<file path="config.mk">
export PLATFORM = sky130hd
export DESIGN_NAME = sdram_cmd_ctrl
export DESIGN_NICKNAME = d
export VERILOG_FILES = /design/src/rtl/sdram_ctrl_pkg.sv /design/src/rtl/sdram_gap_timer.sv /design/src/rtl/sdram_refresh_timer.sv /design/src/rtl/sdram_rd_capture.sv /design/src/rtl/sdram_cmd_ctrl.sv
export SDC_FILE = /design/constraint.sdc
export NUM_CORES = 1
export LEC_CHECK = 0
export ABC_AREA = 1
export BUFFER_PORTS_ARGS = -buffer_cell sky130_fd_sc_hd__buf_4
export CORE_ASPECT_RATIO = 1.5
export CORE_UTILIZATION = 54
export DETAILED_ROUTE_END_ITERATION = 7
export HOLD_SLACK_MARGIN = 0.12
export PLACE_DENSITY = 0.79
export SLEW_MARGIN = 20
export SYNTH_ARGS = -nofsm -noshare
export SYNTH_HDL_FRONTEND = slang
export SYNTH_HIERARCHICAL = 1
export SYNTH_SLANG_ARGS = --single-unit
</file>
<file path="constraint.sdc">
create_clock -name clk -period 3 [get_ports clk]
set_input_delay 0.45 -clock clk [delete_from_list [all_inputs] [get_ports clk]]
set_output_delay 0.45 -clock clk [all_outputs]
set_load 0.05 [all_outputs]
</file>
<file path="src/rtl/sdram_ctrl_pkg.sv">
package sdram_ctrl_pkg;

   // {cs_n, ras_n, cas_n, we_n}
   typedef enum logic [3:0] {
      CMD_MRS = 4'b0000,
      CMD_REF = 4'b0001,
      CMD_PRE = 4'b0010,
      CMD_ACT = 4'b0011,
      CMD_WR  = 4'b0100,
      CMD_RD  = 4'b0101,
      CMD_NOP = 4'b0111
   } sd_cmd_e;

   typedef enum logic [2:0] {
      ST_PALL,
      ST_REF1,
      ST_REF2,
      ST_MRS,
      ST_IDLE,
      ST_RW
   } ctl_st_e;

   function automatic int ps_to_cyc(input int ps, input int clk_ps);
      return (ps + clk_ps - 1) / clk_ps;
   endfunction

   function automatic int max_int(input int a, input int b);
      return (a > b) ? a : b;
   endfunction

endpackage

</file>
<file path="src/rtl/sdram_gap_timer.sv">
module sdram_gap_timer #(
   parameter int W       = 8,
   parameter int RST_VAL = 4
) (
   input  logic         clk,
   input  logic         rst_n,
   input  logic         load,
   input  logic [W-1:0] load_val,
   output logic         zero
);
   logic [W-1:0] cnt;

   if (RST_VAL >= (1 << W)) begin : g_bad_rst
      $error("sdram_gap_timer: RST_VAL does not fit W");
   end

   always_ff @(posedge clk or negedge rst_n) begin
      if (!rst_n)            cnt <= W'(RST_VAL);
      else if (load)         cnt <= load_val;
      else if (cnt != '0)    cnt <= cnt - 1'b1;
   end

   assign zero = (cnt == '0);

endmodule

</file>
<file path="src/rtl/sdram_refresh_timer.sv">
module sdram_refresh_timer #(
   parameter int REF_CYC = 1024
) (
   input  logic clk,
   input  logic rst_n,
   input  logic run,
   input  logic ack,
   output logic pend
);
   localparam int CW = (REF_CYC > 2) ? $clog2(REF_CYC) : 1;

   logic [CW-1:0] cnt;
   logic          hit;

   if (REF_CYC < 2) begin : g_bad_ref
      $error("sdram_refresh_timer: REF_CYC must be at least 2");
   end

   assign hit = run && (cnt == '0);

   always_ff @(posedge clk or negedge rst_n) begin
      if (!rst_n) begin
         cnt  <= CW'(REF_CYC - 1);
         pend <= 1'b0;
      end else begin
         if (run) cnt <= hit ? CW'(REF_CYC - 1) : cnt - 1'b1;
         if (hit)      pend <= 1'b1;
         else if (ack) pend <= 1'b0;
      end
   end

   // a new interval never ends while the previous one is still unserved
   p_no_lost_ref_r7: assert property (@(posedge clk) disable iff (!rst_n)
      hit |-> (!pend || ack));

endmodule

</file>
<file path="src/rtl/sdram_rd_capture.sv">
module sdram_rd_capture #(
   parameter int CAS_LAT = 3,
   parameter int DW      = 16
) (
   input  logic          clk,
   input  logic          rst_n,
   input  logic          rd_issue,
   input  logic [DW-1:0] dq_in,
   output logic          rsp_valid,
   output logic [DW-1:0] rsp_data
);
   logic pipe [0:CAS_LAT];

   always_ff @(posedge clk or negedge rst_n) begin
      if (!rst_n) pipe[0] <= 1'b0;
      else        pipe[0] <= rd_issue;
   end

   for (genvar i = 1; i <= CAS_LAT; i++) begin : g_stage
      always_ff @(posedge clk or negedge rst_n) begin
         if (!rst_n) pipe[i] <= 1'b0;
         else        pipe[i] <= pipe[i-1];
      end
   end

   always_ff @(posedge clk or negedge rst_n) begin
      if (!rst_n) begin
         rsp_valid <= 1'b0;
         rsp_data  <= '0;
      end else begin
         rsp_valid <= pipe[CAS_LAT];
         if (pipe[CAS_LAT]) rsp_data <= dq_in;
      end
   end

   // closed-page accesses never return two words back to back
   p_rsp_single_r9: assert property (@(posedge clk) disable iff (!rst_n)
      rsp_valid |=> !rsp_valid);

endmodule

</file>
<file path="src/rtl/sdram_cmd_ctrl.sv">
module sdram_cmd_ctrl
   import sdram_ctrl_pkg::*;
#(
   parameter int DW        = 16,
   parameter int BANK_W    = 2,
   parameter int ROW_W     = 12,
   parameter int COL_W     = 8,
   parameter int CLK_PS    = 7500,
   parameter int T_RCD_PS  = 20000,
   parameter int T_RAS_PS  = 45000,
   parameter int T_RC_PS   = 67500,
   parameter int T_RP_PS   = 20000,
   parameter int T_MRD_CYC = 2,
   parameter int CAS_LAT   = 3,
   parameter int PWRUP_CYC = 13334,
   parameter int REF_CYC   = 1024
) (
   input  logic                            clk,
   input  logic                            rst_n,
   input  logic                            req_valid,
   output logic                            req_ready,
   input  logic                            req_write,
   input  logic [BANK_W+ROW_W+COL_W-1:0]   req_addr,
   input  logic [DW-1:0]                   req_wdata,
   output logic                            rsp_valid,
   output logic [DW-1:0]                   rsp_rdata,
   output logic                            sd_cs_n,
   output logic                            sd_ras_n,
   output logic                            sd_cas_n,
   output logic                            sd_we_n,
   output logic [BANK_W-1:0]               sd_ba,
   output logic [ROW_W-1:0]                sd_addr,
   output logic [DW-1:0]                   sd_dq_out,
   output logic                            sd_dq_oe,
   input  logic [DW-1:0]                   sd_dq_in
);
   localparam int ADDR_W    = BANK_W + ROW_W + COL_W;
   localparam int RCD_CYC   = ps_to_cyc(T_RCD_PS, CLK_PS);
   localparam int RAS_CYC   = ps_to_cyc(T_RAS_PS, CLK_PS);
   localparam int RC_CYC    = ps_to_cyc(T_RC_PS, CLK_PS);
   localparam int RP_CYC    = ps_to_cyc(T_RP_PS, CLK_PS);
   localparam int CLOSE_CYC = max_int(RC_CYC, RAS_CYC + RP_CYC);
   localparam int MAX_WAIT  = max_int(PWRUP_CYC, CLOSE_CYC);
   localparam int TMR_W     = $clog2(MAX_WAIT + 1);
   localparam int SW        = $clog2(CLOSE_CYC + 2);
   localparam int A10       = 10;

   // ---------------- elaboration checks ----------------
   if (CAS_LAT != 2 && CAS_LAT != 3) begin : g_bad_cl
      $error("sdram_cmd_ctrl: CAS_LAT must be 2 or 3");
   end
   if (COL_W > A10 || ROW_W <= A10) begin : g_bad_addr
      $error("sdram_cmd_ctrl: column must sit below A10 and row must include it");
   end
   if (RCD_CYC < 1 || CLOSE_CYC <= RCD_CYC || T_MRD_CYC < 1) begin : g_bad_timing
      $error("sdram_cmd_ctrl: inconsistent row timings");
   end
   if (BANK_W < 1 || DW < 1) begin : g_bad_width
      $error("sdram_cmd_ctrl: bad widths");
   end

   // ---------------- state ----------------
   ctl_st_e             st_q, st_nx;
   sd_cmd_e             cmd_q, cmd_nx;
   logic [BANK_W-1:0]   ba_q, ba_nx;
   logic [ROW_W-1:0]    a_q, a_nx;
   logic [DW-1:0]       dq_q, dq_nx;
   logic                oe_q, oe_nx;
   logic                done_q, done_set;
   logic                tmr_load, tmr_zero;
   logic [TMR_W-1:0]    tmr_val;
   logic                ref_pend, ref_ack;
   logic                rd_issue, accept;

   logic [BANK_W-1:0]   r_bank_q;
   logic [COL_W-1:0]    r_col_q;
   logic                r_wr_q;
   logic [DW-1:0]       r_wdata_q;

   wire [BANK_W-1:0] in_bank = req_addr[ADDR_W-1 -: BANK_W];
   wire [ROW_W-1:0]  in_row  = req_addr[COL_W +: ROW_W];
   wire [COL_W-1:0]  in_col  = req_addr[COL_W-1:0];

   // ---------------- sub-blocks ----------------
   sdram_gap_timer #(.W(TMR_W), .RST_VAL(PWRUP_CYC)) i_gap (
      .clk      (clk),
      .rst_n    (rst_n),
      .load     (tmr_load),
      .load_val (tmr_val),
      .zero     (tmr_zero)
   );

   sdram_refresh_timer #(.REF_CYC(REF_CYC)) i_ref (
      .clk   (clk),
      .rst_n (rst_n),
      .run   (done_q),
      .ack   (ref_ack),
      .pend  (ref_pend)
   );

   sdram_rd_capture #(.CAS_LAT(CAS_LAT), .DW(DW)) i_cap (
      .clk       (clk),
      .rst_n     (rst_n),
      .rd_issue  (rd_issue),
      .dq_in     (sd_dq_in),
      .rsp_valid (rsp_valid),
      .rsp_data  (rsp_rdata)
   );

   assign req_ready = done_q && (st_q == ST_IDLE) && tmr_zero && !ref_pend;
   assign accept    = req_ready && req_valid;

   // ---------------- command sequencing ----------------
   always_comb begin
      st_nx    = st_q;
      cmd_nx   = CMD_NOP;
      ba_nx    = '0;
      a_nx     = '0;
      dq_nx    = '0;
      oe_nx    = 1'b0;
      tmr_load = 1'b0;
      tmr_val  = '0;
      ref_ack  = 1'b0;
      rd_issue = 1'b0;
      done_set = 1'b0;
      if (tmr_zero) begin
         unique case (st_q)
            ST_PALL: begin
               cmd_nx    = CMD_PRE;
               a_nx[A10] = 1'b1;
               st_nx     = ST_REF1;
               tmr_load  = 1'b1;
               tmr_val   = TMR_W'(RP_CYC - 1);
            end
            ST_REF1: begin
               cmd_nx   = CMD_REF;
               st_nx    = ST_REF2;
               tmr_load = 1'b1;
               tmr_val  = TMR_W'(RC_CYC - 1);
            end
            ST_REF2: begin
               cmd_nx   = CMD_REF;
               st_nx    = ST_MRS;
               tmr_load = 1'b1;
               tmr_val  = TMR_W'(RC_CYC - 1);
            end
            ST_MRS: begin
               cmd_nx    = CMD_MRS;
               a_nx[6:4] = 3'(CAS_LAT);
               st_nx     = ST_IDLE;
               tmr_load  = 1'b1;
               tmr_val   = TMR_W'(T_MRD_CYC - 1);
               done_set  = 1'b1;
            end
            ST_IDLE: begin
               if (ref_pend) begin
                  cmd_nx   = CMD_REF;
                  ref_ack  = 1'b1;
                  tmr_load = 1'b1;
                  tmr_val  = TMR_W'(RC_CYC - 1);
               end else if (accept) begin
                  cmd_nx   = CMD_ACT;
                  ba_nx    = in_bank;
                  a_nx     = in_row;
                  st_nx    = ST_RW;
                  tmr_load = 1'b1;
                  tmr_val  = TMR_W'(RCD_CYC - 1);
               end
            end
            ST_RW: begin
               cmd_nx               = r_wr_q ? CMD_WR : CMD_RD;
               ba_nx                = r_bank_q;
               a_nx[COL_W-1:0]      = r_col_q;
               a_nx[A10]            = 1'b1;
               oe_nx                = r_wr_q;
               dq_nx                = r_wr_q ? r_wdata_q : '0;
               rd_issue             = !r_wr_q;
               st_nx                = ST_IDLE;
               tmr_load             = 1'b1;
               tmr_val              = TMR_W'(CLOSE_CYC - RCD_CYC - 1);
            end
            default: st_nx = ST_PALL;
         endcase
      end
   end

   always_ff @(posedge clk or negedge rst_n) begin
      if (!rst_n) begin
         st_q      <= ST_PALL;
         cmd_q     <= CMD_NOP;
         ba_q      <= '0;
         a_q       <= '0;
         dq_q      <= '0;
         oe_q      <= 1'b0;
         done_q    <= 1'b0;
         r_bank_q  <= '0;
         r_col_q   <= '0;
         r_wr_q    <= 1'b0;
         r_wdata_q <= '0;
      end else begin
         st_q  <= st_nx;
         cmd_q <= cmd_nx;
         ba_q  <= ba_nx;
         a_q   <= a_nx;
         dq_q  <= dq_nx;
         oe_q  <= oe_nx;
         if (done_set) done_q <= 1'b1;
         if (accept) begin
            r_bank_q  <= in_bank;
            r_col_q   <= in_col;
            r_wr_q    <= req_write;
            r_wdata_q <= req_wdata;
         end
      end
   end

   assign {sd_cs_n, sd_ras_n, sd_cas_n, sd_we_n} = cmd_q;
   assign sd_ba     = ba_q;
   assign sd_addr   = a_q;
   assign sd_dq_out = dq_q;
   assign sd_dq_oe  = oe_q;

   // ---------------- assertions ----------------
   logic [SW-1:0] since_act, since_row;

   always_ff @(posedge clk or negedge rst_n) begin
      if (!rst_n) begin
         since_act <= SW'(CLOSE_CYC + 1);
         since_row <= SW'(CLOSE_CYC + 1);
      end else begin
         if (cmd_q == CMD_ACT)                     since_act <= SW'(1);
         else if (since_act != SW'(CLOSE_CYC + 1)) since_act <= since_act + 1'b1;
         if (cmd_q == CMD_ACT || cmd_q == CMD_REF) since_row <= SW'(1);
         else if (since_row != SW'(CLOSE_CYC + 1)) since_row <= since_row + 1'b1;
      end
   end

   p_rcd_gap_r4: assert property (@(posedge clk) disable iff (!rst_n)
      (cmd_q == CMD_RD || cmd_q == CMD_WR) |-> (since_act == SW'(RCD_CYC)));

   p_auto_close_r4: assert property (@(posedge clk) disable iff (!rst_n)
      (cmd_q == CMD_RD || cmd_q == CMD_WR) |-> sd_addr[A10]);

   p_row_gap_r5: assert property (@(posedge clk) disable iff (!rst_n)
      (cmd_q == CMD_ACT || cmd_q == CMD_REF) |-> (since_row >= SW'(RC_CYC)));

   p_ref_first_r7: assert property (@(posedge clk) disable iff (!rst_n)
      (ref_pend && st_q == ST_IDLE && tmr_zero) |=> (cmd_q == CMD_REF));

   p_oe_write_r10: assert property (@(posedge clk) disable iff (!rst_n)
      sd_dq_oe |-> (cmd_q == CMD_WR));

   p_init_quiet_r1: assert property (@(posedge clk) disable iff (!rst_n)
      !done_q |-> (cmd_q != CMD_ACT && cmd_q != CMD_RD && cmd_q != CMD_WR));

endmodule

</file>
==> results of run 1 <==
==> what timing repair did <==
item                       CTS  global route
setup buffers                0             1
setup endpoints to repair    1             1
pin swaps                    0             1
resized for setup            1             2
==> worst max-delay path by stage <==
stage / slack, ns / depth (start not counted) / endpoint / start
2_1_floorplan: 0.50 / 15 / i_gap/cnt[0] / i_gap/cnt[0]
3_3_place_gp: 0.41 / 15 / i_gap/cnt[11] / i_gap/cnt[0]
3_5_place_dp: 0.30 / 15 / i_gap/cnt[9] / i_gap/cnt[0]
4_1_cts: 0.08 / 10 / req_ready / i_gap/cnt[0]
5_1_grt: 0.01 / 10 / req_ready / i_gap/cnt[0]
6_report: 0.13 / 10 / req_ready / i_gap/cnt[0]
==> flip-flops by register name (all words and copies together), names as in the netlist, 3 cells and up <==
signal / flops
r_col_q: 8
cmd_q: 3
i_gap/cnt: 14
i_cap/pipe: 4
sd_addr: 12
r_wdata_q: 16
i_ref/cnt: 10
sd_dq_out: 16
st_q: 3
i_cap/rsp_data: 16
==> cell usage after synthesis <==
library cell	instances	area, sq um
sky130_fd_sc_hd__buf_4	4	30.0
sky130_fd_sc_hd__clkinv_1	2	7.51
sky130_fd_sc_hd__nor3_2	1	10.0
sky130_fd_sc_hd__nand2_2	10	62.6
sky130_fd_sc_hd__inv_6	1	8.76
sky130_fd_sc_hd__buf_2	3	15.0
sky130_fd_sc_hd__nor2_2	10	62.6
sky130_fd_sc_hd__nor2_1	57	214
sky130_fd_sc_hd__nand4_1	4	25.0
sky130_fd_sc_hd__o21ai_0	10	50.1
sky130_fd_sc_hd__xnor2_1	1	8.76
sky130_fd_sc_hd__inv_4	1	6.26
sky130_fd_sc_hd__or2_1	1	6.26
sky130_fd_sc_hd__o211ai_1	2	15.0
sky130_fd_sc_hd__o31ai_1	1	7.51
sky130_fd_sc_hd__inv_2	6	22.5
sky130_fd_sc_hd__buf_6	7	78.8
sky130_fd_sc_hd__dfstp_2	19	499
sky130_fd_sc_hd__o21ai_2	1	8.76
sky130_fd_sc_hd__clkinv_4	1	8.76
sky130_fd_sc_hd__buf_12	1	20.0
sky130_fd_sc_hd__nor2_4	7	78.8
sky130_fd_sc_hd__nand3b_1	1	7.51
sky130_fd_sc_hd__inv_1	59	221
sky130_fd_sc_hd__nor2_8	1	20.0
sky130_fd_sc_hd__nand2_1	176	661
sky130_fd_sc_hd__clkbuf_1	3	11.3
sky130_fd_sc_hd__or2_2	3	18.8
sky130_fd_sc_hd__a21oi_1	14	70.1
sky130_fd_sc_hd__nand2_4	3	33.8
sky130_fd_sc_hd__nor3_1	2	10.0
sky130_fd_sc_hd__nand3_2	7	70.1
sky130_fd_sc_hd__a21oi_2	5	43.8
sky130_fd_sc_hd__conb_1	1	3.75
sky130_fd_sc_hd__nand3_1	39	195
sky130_fd_sc_hd__xor2_1	1	8.76
sky130_fd_sc_hd__o21ai_1	19	95.1
sky130_fd_sc_hd__dfrtp_1	92	2300
sky130_fd_sc_hd__ha_1	3	37.5
==> critical path, delay by kind of cell (launching register included) <==
kind / cells / cell delay, ns
AND/OR/NAND/NOR: 6 / 0.92
adder cells (fa/ha/maj): 1 / 0.24
buffers and inverters: 3 / 0.53
flip-flops: 1 / 0.38
==> per-layer routing <==
layer | GRT usage (%) | routed length, um
met5 | 0 | 0
met1 | 27.4 | 4160
met4 | 9.38 | 211
met3 | 5.89 | 621
met2 | 41.9 | 5720
==> per-stage QoR <==
stage                     hold slack (ns)  worst slack, ns
after floorplan                     0.154            0.499
final                               0.121            0.126
after global routing                0.165          0.00964
after detailed placement            0.335            0.302
after global placement              0.332            0.412
after CTS                           0.136           0.0826
==> final cells by class <==
cell class | instances | area (sq um) | share of cell area [%]
Clock buffer | 11 | 233 | 3.71
Tap cell | 110 | 138 | 2.19
Timing Repair Buffer | 116 | 883 | 14.1
Sequential cell | 111 | 2800 | 44.7
Clock inverter | 5 | 65.1 | 1.04
Inverter | 70 | 275 | 4.39
Multi-Input combinational cell | 390 | 1880 | 29.9
==> power by group through the flow <==
stage / Combinational [mW] / Clock, mW / Sequential, mW
after floorplan: 0.234 / 0 / 1.66
after global placement: 0.358 / 0 / 1.68
after detailed placement: 0.368 / 0 / 1.68
after CTS: 0.374 / 1.22 / 1.65
after global routing: 0.419 / 1.29 / 1.67
final: 0.372 / 1.18 / 1.66
==> cells by family after synthesis <==
group           count (synthesis)  share of synthesized area, %
other cells                     1                        0.0742
simple gates                  322                          29.2
flops                         111                          55.4
fa+ha+maj                       3                         0.742
compound gates                 52                          5.74
xor+xnor                        2                         0.347
buf+inv                        88                          8.51
==> cells in the final DEF (no fill, tap or decap), drive strengths merged, types with 2 or more instances in the layout <==
master,n
nand4,4
clkinvlp,2
dfstp,19
a21oi,19
nor2,75
or2,4
o21ai,30
nand2,189
nand3,46
nor3,3
buf,116
inv,69
dfrtp,92
ha,3
o211ai,2
clkinv,3
clkbuf,11
conb,11
==> flow_summary_export.csv, run 1 <==
group,metric,value,unit
outcome,status,"complete, no violations",
critical_path,r2r_setup_slack,0.27,ns
hold_path,holdCritPathClass,"in -> async",
routing,drt_first_pass_iters,5,
grt,grt_pass1_vias,3966,
clock_tree,cts_hold_repair.buffers,0,
critical_path,cp_data_arrival_time,2.42,ns
yosys,ys_seq_area_share,55.4,%
critical_path,timing.critical_path.to_type,"output pin",
yosys,yosys.cell_types.count,39,
critical_path,critPathLaunchType,"register",
placement,dpl_cell_area,5950,sq um
yosys,post_synth_inst_count,579,
placement,hpwl,7.76,mm
layout,num_antenna_cells,0,
power,power_frac_clock,36.9,%
power,peakVddDrop,0.320,mV
grt,grt_first_pass_wirelength,17.7,mm
layout,final_layout_size_suffix_gt1_share,29.6,%
routing,drc,0,
yosys,syn-mean-instance-area,8.73,sq um
critical_path,cpPeakStageDelay,0.38,ns
routing,via_per_inst,5.04,
placement,port_buffer_count,109,
power,power.switching,0.826,mW
timing,worst_pin_slew,0.644,ns
die,placement_rows,42,
yosys,synthesis.area,5060,sq um
layout,num-fill-cells,696,
yosys,synth.yosys.warnings,6,
routing,antenna_violating_nets_post_route,0,
layout,finish.cell_count_without_fillers,813,
power,combinational_cell_fraction_of_total_power,11.6,%
timing,timing.fmax,0.348,GHz
power,cell_int_power,2.39,mW
grt,antenna_violations_before_repair,0,
clock_tree,cts.reportedPaths.clkPinSlew,0.07,ns
timing,final-setup-viol-count,0,
layout,post-route-util,70.2,%
power,powerDensity,513,nW/um^2
timing,setup_repair_after_global_routing_missed_its_margin,"false",
critical_path,required,2.55,ns
die,fp.dieArea,9760,sq um
timing,slew_headroom,57.1,%
die,dieWidth,81.0,um
die,ios,111,
clock_tree,clkSinkCount,111,
timing,setup-tns-final,0,ns
critical_path,timing.critical_path.slowest_stage_cell,"sky130_fd_sc_hd__dfrtp_1",
clock_tree,cts-root-buf,"sky130_fd_sc_hd__clkbuf_16",
power,p_leak,3.26,nW
timing,final.setup_skew,0.0120,ns
critical_path,launching_point_of_the_worst_reg2reg_path,"i_gap/cnt[0]",
clock_tree,clk_latency,0.35,ns
timing,timing_hold_violations_final,0,
timing,finalWorstPathRequiredPeriod,2.87,ns
routing,drt_iter0_markers,209,
routing,detailroute.via_count,4097,
timing,period_utilization_post_route,95.8,%
clock_tree,cts_max_level,3,
critical_path,regToRegEndpoint,"i_gap/cnt[9]",
job,drv_cap,0,
power,sw_frac_of_total,25.7,%
die,effective_utilization_at_floorplan,56.6,%
die,die_height,121,um
grt,grt_overflow_total,0,
critical_path,cp_cell_sequence,"inv_1, ha_1, nand2_4, nor2_2, nand4_1, nor3_4, nand2_2, nor2_4, buf_4, buf_4",
grt,grt_usage,23.9,%
power,total_power,3.21,mW
power,power_frac_seq,51.6,%
critical_path,timing.setup.critical_path_class,"reg -> out",
yosys,synth-seq-cells,111,
routing,totalWireLength,10.7,mm
layout,postLayoutCellArea,6270,sq um
placement,gpl.final_weighted_congestion,0.962,
routing,wl_per_cell,13.2,um
critical_path,reg2reg_depth,16,
die,core-area,8930,sq um
layout,design.final.nets,759,
placement,dp_cells,796,
timing,final_max_slew_viol_count,0,
clock_tree,cts.path.max_buffers,2,
layout,area.growth.synth_to_final,24.0,%
critical_path,worst_path_most_repeated_cell,"sky130_fd_sc_hd__buf_4",
clock_tree,total_cts_buffers,9,
grt,grt_max_degree,62,
critical_path,critical_path.max_fanout,12,
clock_tree,cts_tree,"built",
No activity file was read; power rests on OpenSTA's default activity.
==> run 2: changes to the inputs <==
- CORE_UTILIZATION: 54 -> 50
- PLACE_DENSITY: 0.79 -> 0.74
==> flow_summary_export.csv, run 2 (same netlist as run 1, synthesis figures left out) <==
group,metric,value,unit
outcome,status,"finished, violations left",
outcome,violations,"design-rule violations",
job,drv_cap,0,
clock_tree,cts.reportedPaths.clkPinSlew,0.07,ns
grt,grt_first_pass_wirelength,18.3,mm
die,effective_utilization_at_floorplan,51.9,%
grt,grt_usage,22.0,%
critical_path,critPathLaunchType,"register",
timing,finalWorstPathRequiredPeriod,2.89,ns
placement,pre_cts_ws,0.262,ns
grt,antenna_violations_before_repair,0,
timing,final-setup-viol-count,0,
grt,grt_pass1_vias,4012,
timing,final_critical_path_setup_slack,0.105,ns
placement,gpl.final_weighted_congestion,0.879,
placement,port_buffer_count,109,
grt,grt_max_degree,72,
layout,design.final.nets,760,
power,total_power,3.19,mW
die,ios,111,
clock_tree,cts-root-buf,"sky130_fd_sc_hd__clkbuf_16",
routing,antenna_violating_nets_post_route,0,
routing,detailroute.via_count,4054,
power,powerDensity,507,nW/um^2
critical_path,timing.critical_path.to_type,"output pin",
critical_path,timing.setup.critical_path_class,"reg -> out",
timing,worst_pin_slew,0.624,ns
grt,grt_overflow_total,0,
die,placement_rows,44,
routing,wl_met1,4.30,mm
routing,met3RoutedLength,501,um
die,die_height,125,um
routing,via_per_inst,4.95,
placement,hpwl,7.61,mm
layout,area.growth.synth_to_final,24.4,%
timing,slew_headroom,58.4,%
clock_tree,clkSinkCount,111,
routing,drt_first_pass_iters,6,
die,dieWidth,84.1,um
layout,final_layout_size_suffix_gt1_share,29.7,%
clock_tree,cts_max_level,3,
timing,final_max_slew_viol_count,0,
routing,drt_iter0_markers,282,
clock_tree,total_cts_buffers,9,
layout,num_antenna_cells,0,
clock_tree,cts.path.max_buffers,2,
power,p_leak,3.26,nW
clock_tree,cts_tree,"built",
hold_path,holdCritPathClass,"in -> reg",
routing,met2_wirelength,5.63,mm
routing,route.top_layer_used,"met4",
layout,layout.cells.most_common,"sky130_fd_sc_hd__nand2_1",
timing,timing.fmax,0.345,GHz
layout,finish.cell_count_without_fillers,819,
routing,wl_per_cell,13.0,um
critical_path,critical_path.max_fanout,12,
critical_path,cp_data_arrival_time,2.44,ns
routing,drc,24,
die,core-area,9740,sq um
timing,period_utilization_post_route,96.5,%
die,fp.dieArea,10500,sq um
power,peakVddDrop,0.345,mV
clock_tree,clk_latency,0.35,ns
routing,totalWireLength,10.7,mm
timing,timing_hold_violations_final,0,
critical_path,required,2.55,ns
placement,dp_cells,802,
timing,final.setup_skew,0.00737,ns
layout,most-common-layout-cells,"176 x sky130_fd_sc_hd__nand2_1, 113 x sky130_fd_sc_hd__buf_4, 92 x sky130_fd_sc_hd__dfrtp_1",
==> run 2: final timing paths <==
check | startpoint | end | slack [ns] | cells after the start
setup / recovery | i_gap/cnt[0] | req_ready | 0.11 | 11
hold / removal | req_addr[0] | r_col_q[0] | 0.29 | 3
setup reg to reg | i_gap/cnt[0] | i_gap/cnt[11] | 0.33 | 16
hold reg to reg | i_cap/pipe[3] | i_cap/pipe[2] | 0.35 | 0
max in group asynchronous | rst_n | i_gap/cnt[1] | 1.58 | 3
min in group asynchronous | rst_n | r_wdata_q[13] | 0.62 | 2
==> run 2: through the flow <==
| stage | utilization [%] | instance area (sq um) | hold WS, ns | setup TNS, ns |
|---|---|---|---|---|
| after floorplan | - | 5090 | 0.154 | 0 |
| after global placement | 61.2 | 5970 | 0.332 | 0 |
| after detailed placement | 61.2 | 5970 | 0.336 | 0 |
| after CTS | 64.4 | 6280 | 0.283 | 0 |
| after global routing | 64.5 | 6290 | 0.289 | -0.00693 |
| final | 64.5 | 6290 | 0.286 | 0 |
==> run 2: critical path: stages (launching register included) <==
cell and delay (ns):
sky130_fd_sc_hd__dfrtp_1 0.38, sky130_fd_sc_hd__inv_1 0.12, sky130_fd_sc_hd__ha_2 0.23, sky130_fd_sc_hd__nand2_4 0.09, sky130_fd_sc_hd__nor2_2 0.15, sky130_fd_sc_hd__nand4_1 0.12, sky130_fd_sc_hd__nor3_2 0.15, sky130_fd_sc_hd__buf_4 0.19
sky130_fd_sc_hd__nand2_1 0.13, sky130_fd_sc_hd__nor2_4 0.17, sky130_fd_sc_hd__buf_6 0.18, sky130_fd_sc_hd__buf_6 0.17
==> run 2: timing repair <==
item,in CTS,in global routing
buffers inserted,0,0
resized for setup,2,2
hold buffers,1,0
hold endpoints to repair,38,0
setup endpoints to repair,1,1
pin swaps,0,1
==> run 2: cell type report <==
class                      count  area (sq um)
tap                          115           144
clock inverter                 5          53.8
fill                         827          3460
timing repair buffer         117           901
inverter                      70           275
sequential                   111          2800
multi-input combinational    390          1870
clock buffer                  11           243
==> run 2: metal layers <==
layer | track usage, % | up-vias
met3 | 3.76 | 15
met2 | 38.8 | 127
met4 | 9.63 | 0
li1 | - | 2019
met5 | 0 | -
met1 | 26.1 | 1893
==> run 2: power by group <==
part / switching [mW] / internal [mW]
clock: 0.553 / 0.604
combinational: 0.219 / 0.153
sequential: 0.0782 / 1.58
==> run 3: changes to the inputs <==
- ABC_AREA: 1 -> unset
- CAP_MARGIN: unset -> 20
- PLACE_DENSITY: 0.74 -> 0.75
- clock period: 3 -> 3.25 ns (I/O delays scaled with it)
==> flow_summary_export.csv, run 3 <==
group,metric,value,unit
clock_tree,cts-root-buf,"sky130_fd_sc_hd__clkbuf_16",
grt,globalRouteMet2Util,32.4,%
routing,drt_first_pass_iters,4,
critical_path,timing.critical_path.to_type,"output pin",
layout,num_antenna_cells,0,
power,powerDensity,481,nW/um^2
yosys,post_synth_inst_count,365,
timing,setup-tns-final,0,ns
clock_tree,cts_tree,"built",
grt,gr-usage-met3,6.64,%
grt,grt_busiest_layer,"met2",
critical_path,critical_path.max_fanout,9,
critical_path,cpPeakStageDelay,0.40,ns
routing,detailroute.via_count,3179,
clock_tree,cts_post_setup_buffers_inserted,0,
timing,final_max_slew_viol_count,0,
critical_path,path_buf_inv,2,
yosys,postSynth.topFlopCell,"sky130_fd_sc_hd__dfrtp_1",
layout,layout.cells.most_common,"sky130_fd_sc_hd__buf_4",
routing,antenna_violating_nets_post_route,0,
layout,area.growth.synth_to_final,25.1,%
critical_path,cp_data_arrival_time,2.38,ns
routing,wl_per_cell,15.1,um
timing,timing.fmax,0.348,GHz
yosys,ys_seq_area_share,57.5,%
die,core-area,9360,sq um
yosys,async_reset_ff_share,100,%
die,fp.dieArea,10200,sq um
power,p_leak,3.01,nW
outcome,status,"complete, no violations",
power,total_power,2.93,mW
grt,grt_pass1_vias,3221,
yosys,syn-mean-instance-area,13.3,sq um
yosys,yosysTopAreaCellShare,47.3,%
die,effective_utilization_at_floorplan,52.0,%
yosys,synth-seq-cells,111,
job,drv_cap,0,
critical_path,timing.setup.critical_path_class,"reg -> out",
yosys,yosys.cell_types.count,63,
critical_path,required,2.76,ns
grt,grt_overflow_total,0,
die,dieWidth,82.6,um
die,die_height,123,um
placement,gpl.final_weighted_congestion,0.750,
layout,most-common-layout-cells,"112 x sky130_fd_sc_hd__buf_4, 92 x sky130_fd_sc_hd__dfrtp_1, 33 x sky130_fd_sc_hd__mux2_4",
clock_tree,total_cts_buffers,9,
routing,totalWireLength,8.99,mm
critical_path,timing.critical_path.slowest_stage_cell,"sky130_fd_sc_hd__dfrtp_1",
timing,setup_repair_after_global_routing_missed_its_margin,"false",
die,placement_rows,43,
layout,final_layout_size_suffix_gt1_share,43.7,%
layout,design.final.nets,539,
timing,final-setup-viol-count,0,
grt,met1_usage,23.8,%
grt,grt_usage,19.7,%
clock_tree,cts.path.max_buffers,2,
timing,final.setup_skew,0.0100,ns
grt,antenna_violations_before_repair,0,
power,peakVddDrop,0.306,mV
yosys,post_synth_most_frequent_cells,"92 x sky130_fd_sc_hd__dfrtp_1, 33 x sky130_fd_sc_hd__mux2_4, 21 x sky130_fd_sc_hd__and3_1",
clock_tree,cts_resized,0,
clock_tree,clkSinkCount,111,
yosys,synth_enable_flop_cells,0,
routing,via_per_inst,5.34,
critical_path,cp_cell_sequence,"inv_1, ha_1, nor3b_4, and4_1, and4bb_1, and3b_1, buf_4",
placement,hpwl,6.30,mm
placement,port_buffer_count,109,
critical_path,timing.critical_path.max_delay_family,"simple AND/OR/NAND/NOR gates",
yosys,synthMostInstantiatedCell,"sky130_fd_sc_hd__dfrtp_1",
clock_tree,cts_max_level,3,
clock_tree,cts.reportedPaths.clkPinSlew,0.07,ns
routing,drt_iter0_markers,131,
critical_path,critPathLaunchType,"register",
routing,drc,0,
yosys,synthDominantAreaCellType,"sky130_fd_sc_hd__dfrtp_1",
timing,timing_hold_violations_final,0,
timing,worst_pin_slew,0.829,ns
clock_tree,clk_latency,0.35,ns
die,ios,111,
timing,period_utilization_post_route,88.3,%
clock_tree,cts_hold_repair.buffers,0,
timing,slew_headroom,44.7,%
hold_path,holdCritPathClass,"in -> async",
layout,post-route-util,65.1,%
yosys,synthesis.area,4870,sq um
yosys,synth_top_cells_by_area,"sky130_fd_sc_hd__dfrtp_1 47%, sky130_fd_sc_hd__dfstp_2 10%, sky130_fd_sc_hd__mux2_4 10%, sky130_fd_sc_hd__and3_1 2.7%, sky130_fd_sc_hd__a22o_1 2.5%",
grt,grt_max_degree,67,
yosys,synth.yosys.warnings,6,
grt,grt_first_pass_wirelength,14.8,mm
timing,finalWorstPathRequiredPeriod,2.87,ns
[run 3: changes by cell type in the layout (fill, tap and decap cells not counted), sizes merged, moves of 23 or more]
| cell | previous run | this run |
|---|---|---|
| nand2 | 189 | 15 |
| mux2 | 0 | 43 |
| nand3 | 46 | 12 |
| nor2 | 75 | 11 |
| and3 | 0 | 23 |
| inv | 68 | 11 |
[run 3: metrics by stage]
step / instances / hold WS (ns) / instance area, sq um / setup slack [ns]
3_5_place_dp: 579 / 0.337 / 5780 / 0.673
4_1_cts: 595 / 0.252 / 6100 / 0.340
5_1_grt: 595 / 0.288 / 6100 / 0.233
2_1_floorplan: 375 / 0.192 / 4910 / 0.468
3_3_place_gp: 579 / 0.333 / 5780 / 0.739
6_report: 595 / 0.225 / 6100 / 0.380
[run 3: final cells by class]
type / instances / area [sq um]
inverter: 9 / 33.8
sequential: 111 / 2800
fill: 731 / 3260
clock buffer: 11 / 253
multi-input combinational: 233 / 1920
clock inverter: 5 / 63.8
timing repair buffer: 114 / 881
tap: 112 / 140
[run 3: kinds of logic (layout without fill, tap and decap cells)]
| group | count (synthesis) | in the layout | share of synthesized area (%) |
|---|---|---|---|
| flops | 111 | 111 | 57.5 |
| buf+inv | 31 | 139 | 3.93 |
| mux | 43 | 43 | 12.5 |
| xor+xnor | 11 | 11 | 1.98 |
| compound gates | 60 | 60 | 9.01 |
| fa+ha+maj | 3 | 3 | 0.770 |
| other cells | 1 | 11 | 0.0770 |
| simple gates | 105 | 105 | 14.3 |
[run 3: path summary, 6_finish.rpt]
path | end | slack, ns | start | depth (start not counted)
max in group asynchronous | i_gap/cnt[13] | 2.23 | rst_n | 2
min in group clk | i_cap/pipe[1] | 0.35 | i_cap/pipe[2] | 0
hold reg to reg | i_cap/pipe[1] | 0.35 | i_cap/pipe[2] | 0
setup / recovery | req_ready | 0.38 | i_gap/cnt[0] | 7
setup reg to reg | r_wdata_q[0] | 0.67 | i_gap/cnt[0] | 8
hold / removal | r_wdata_q[4] | 0.23 | rst_n | 1
[run 3: where the power goes]
part	total (mW)	internal, mW	switching, mW
clock network	1.13	0.646	0.487
registers	1.55	1.46	0.0912
logic	0.247	0.145	0.102
total	2.93	2.25	0.681
[run 3: per-layer routing]
layer	share of wire [%]	up-vias	wire (um)
met3	6.0	8	541
met2	52	86	4720
li1	-	1520	-
met5	0	-	0
met4	1.5	0	136
met1	40	1565	3600
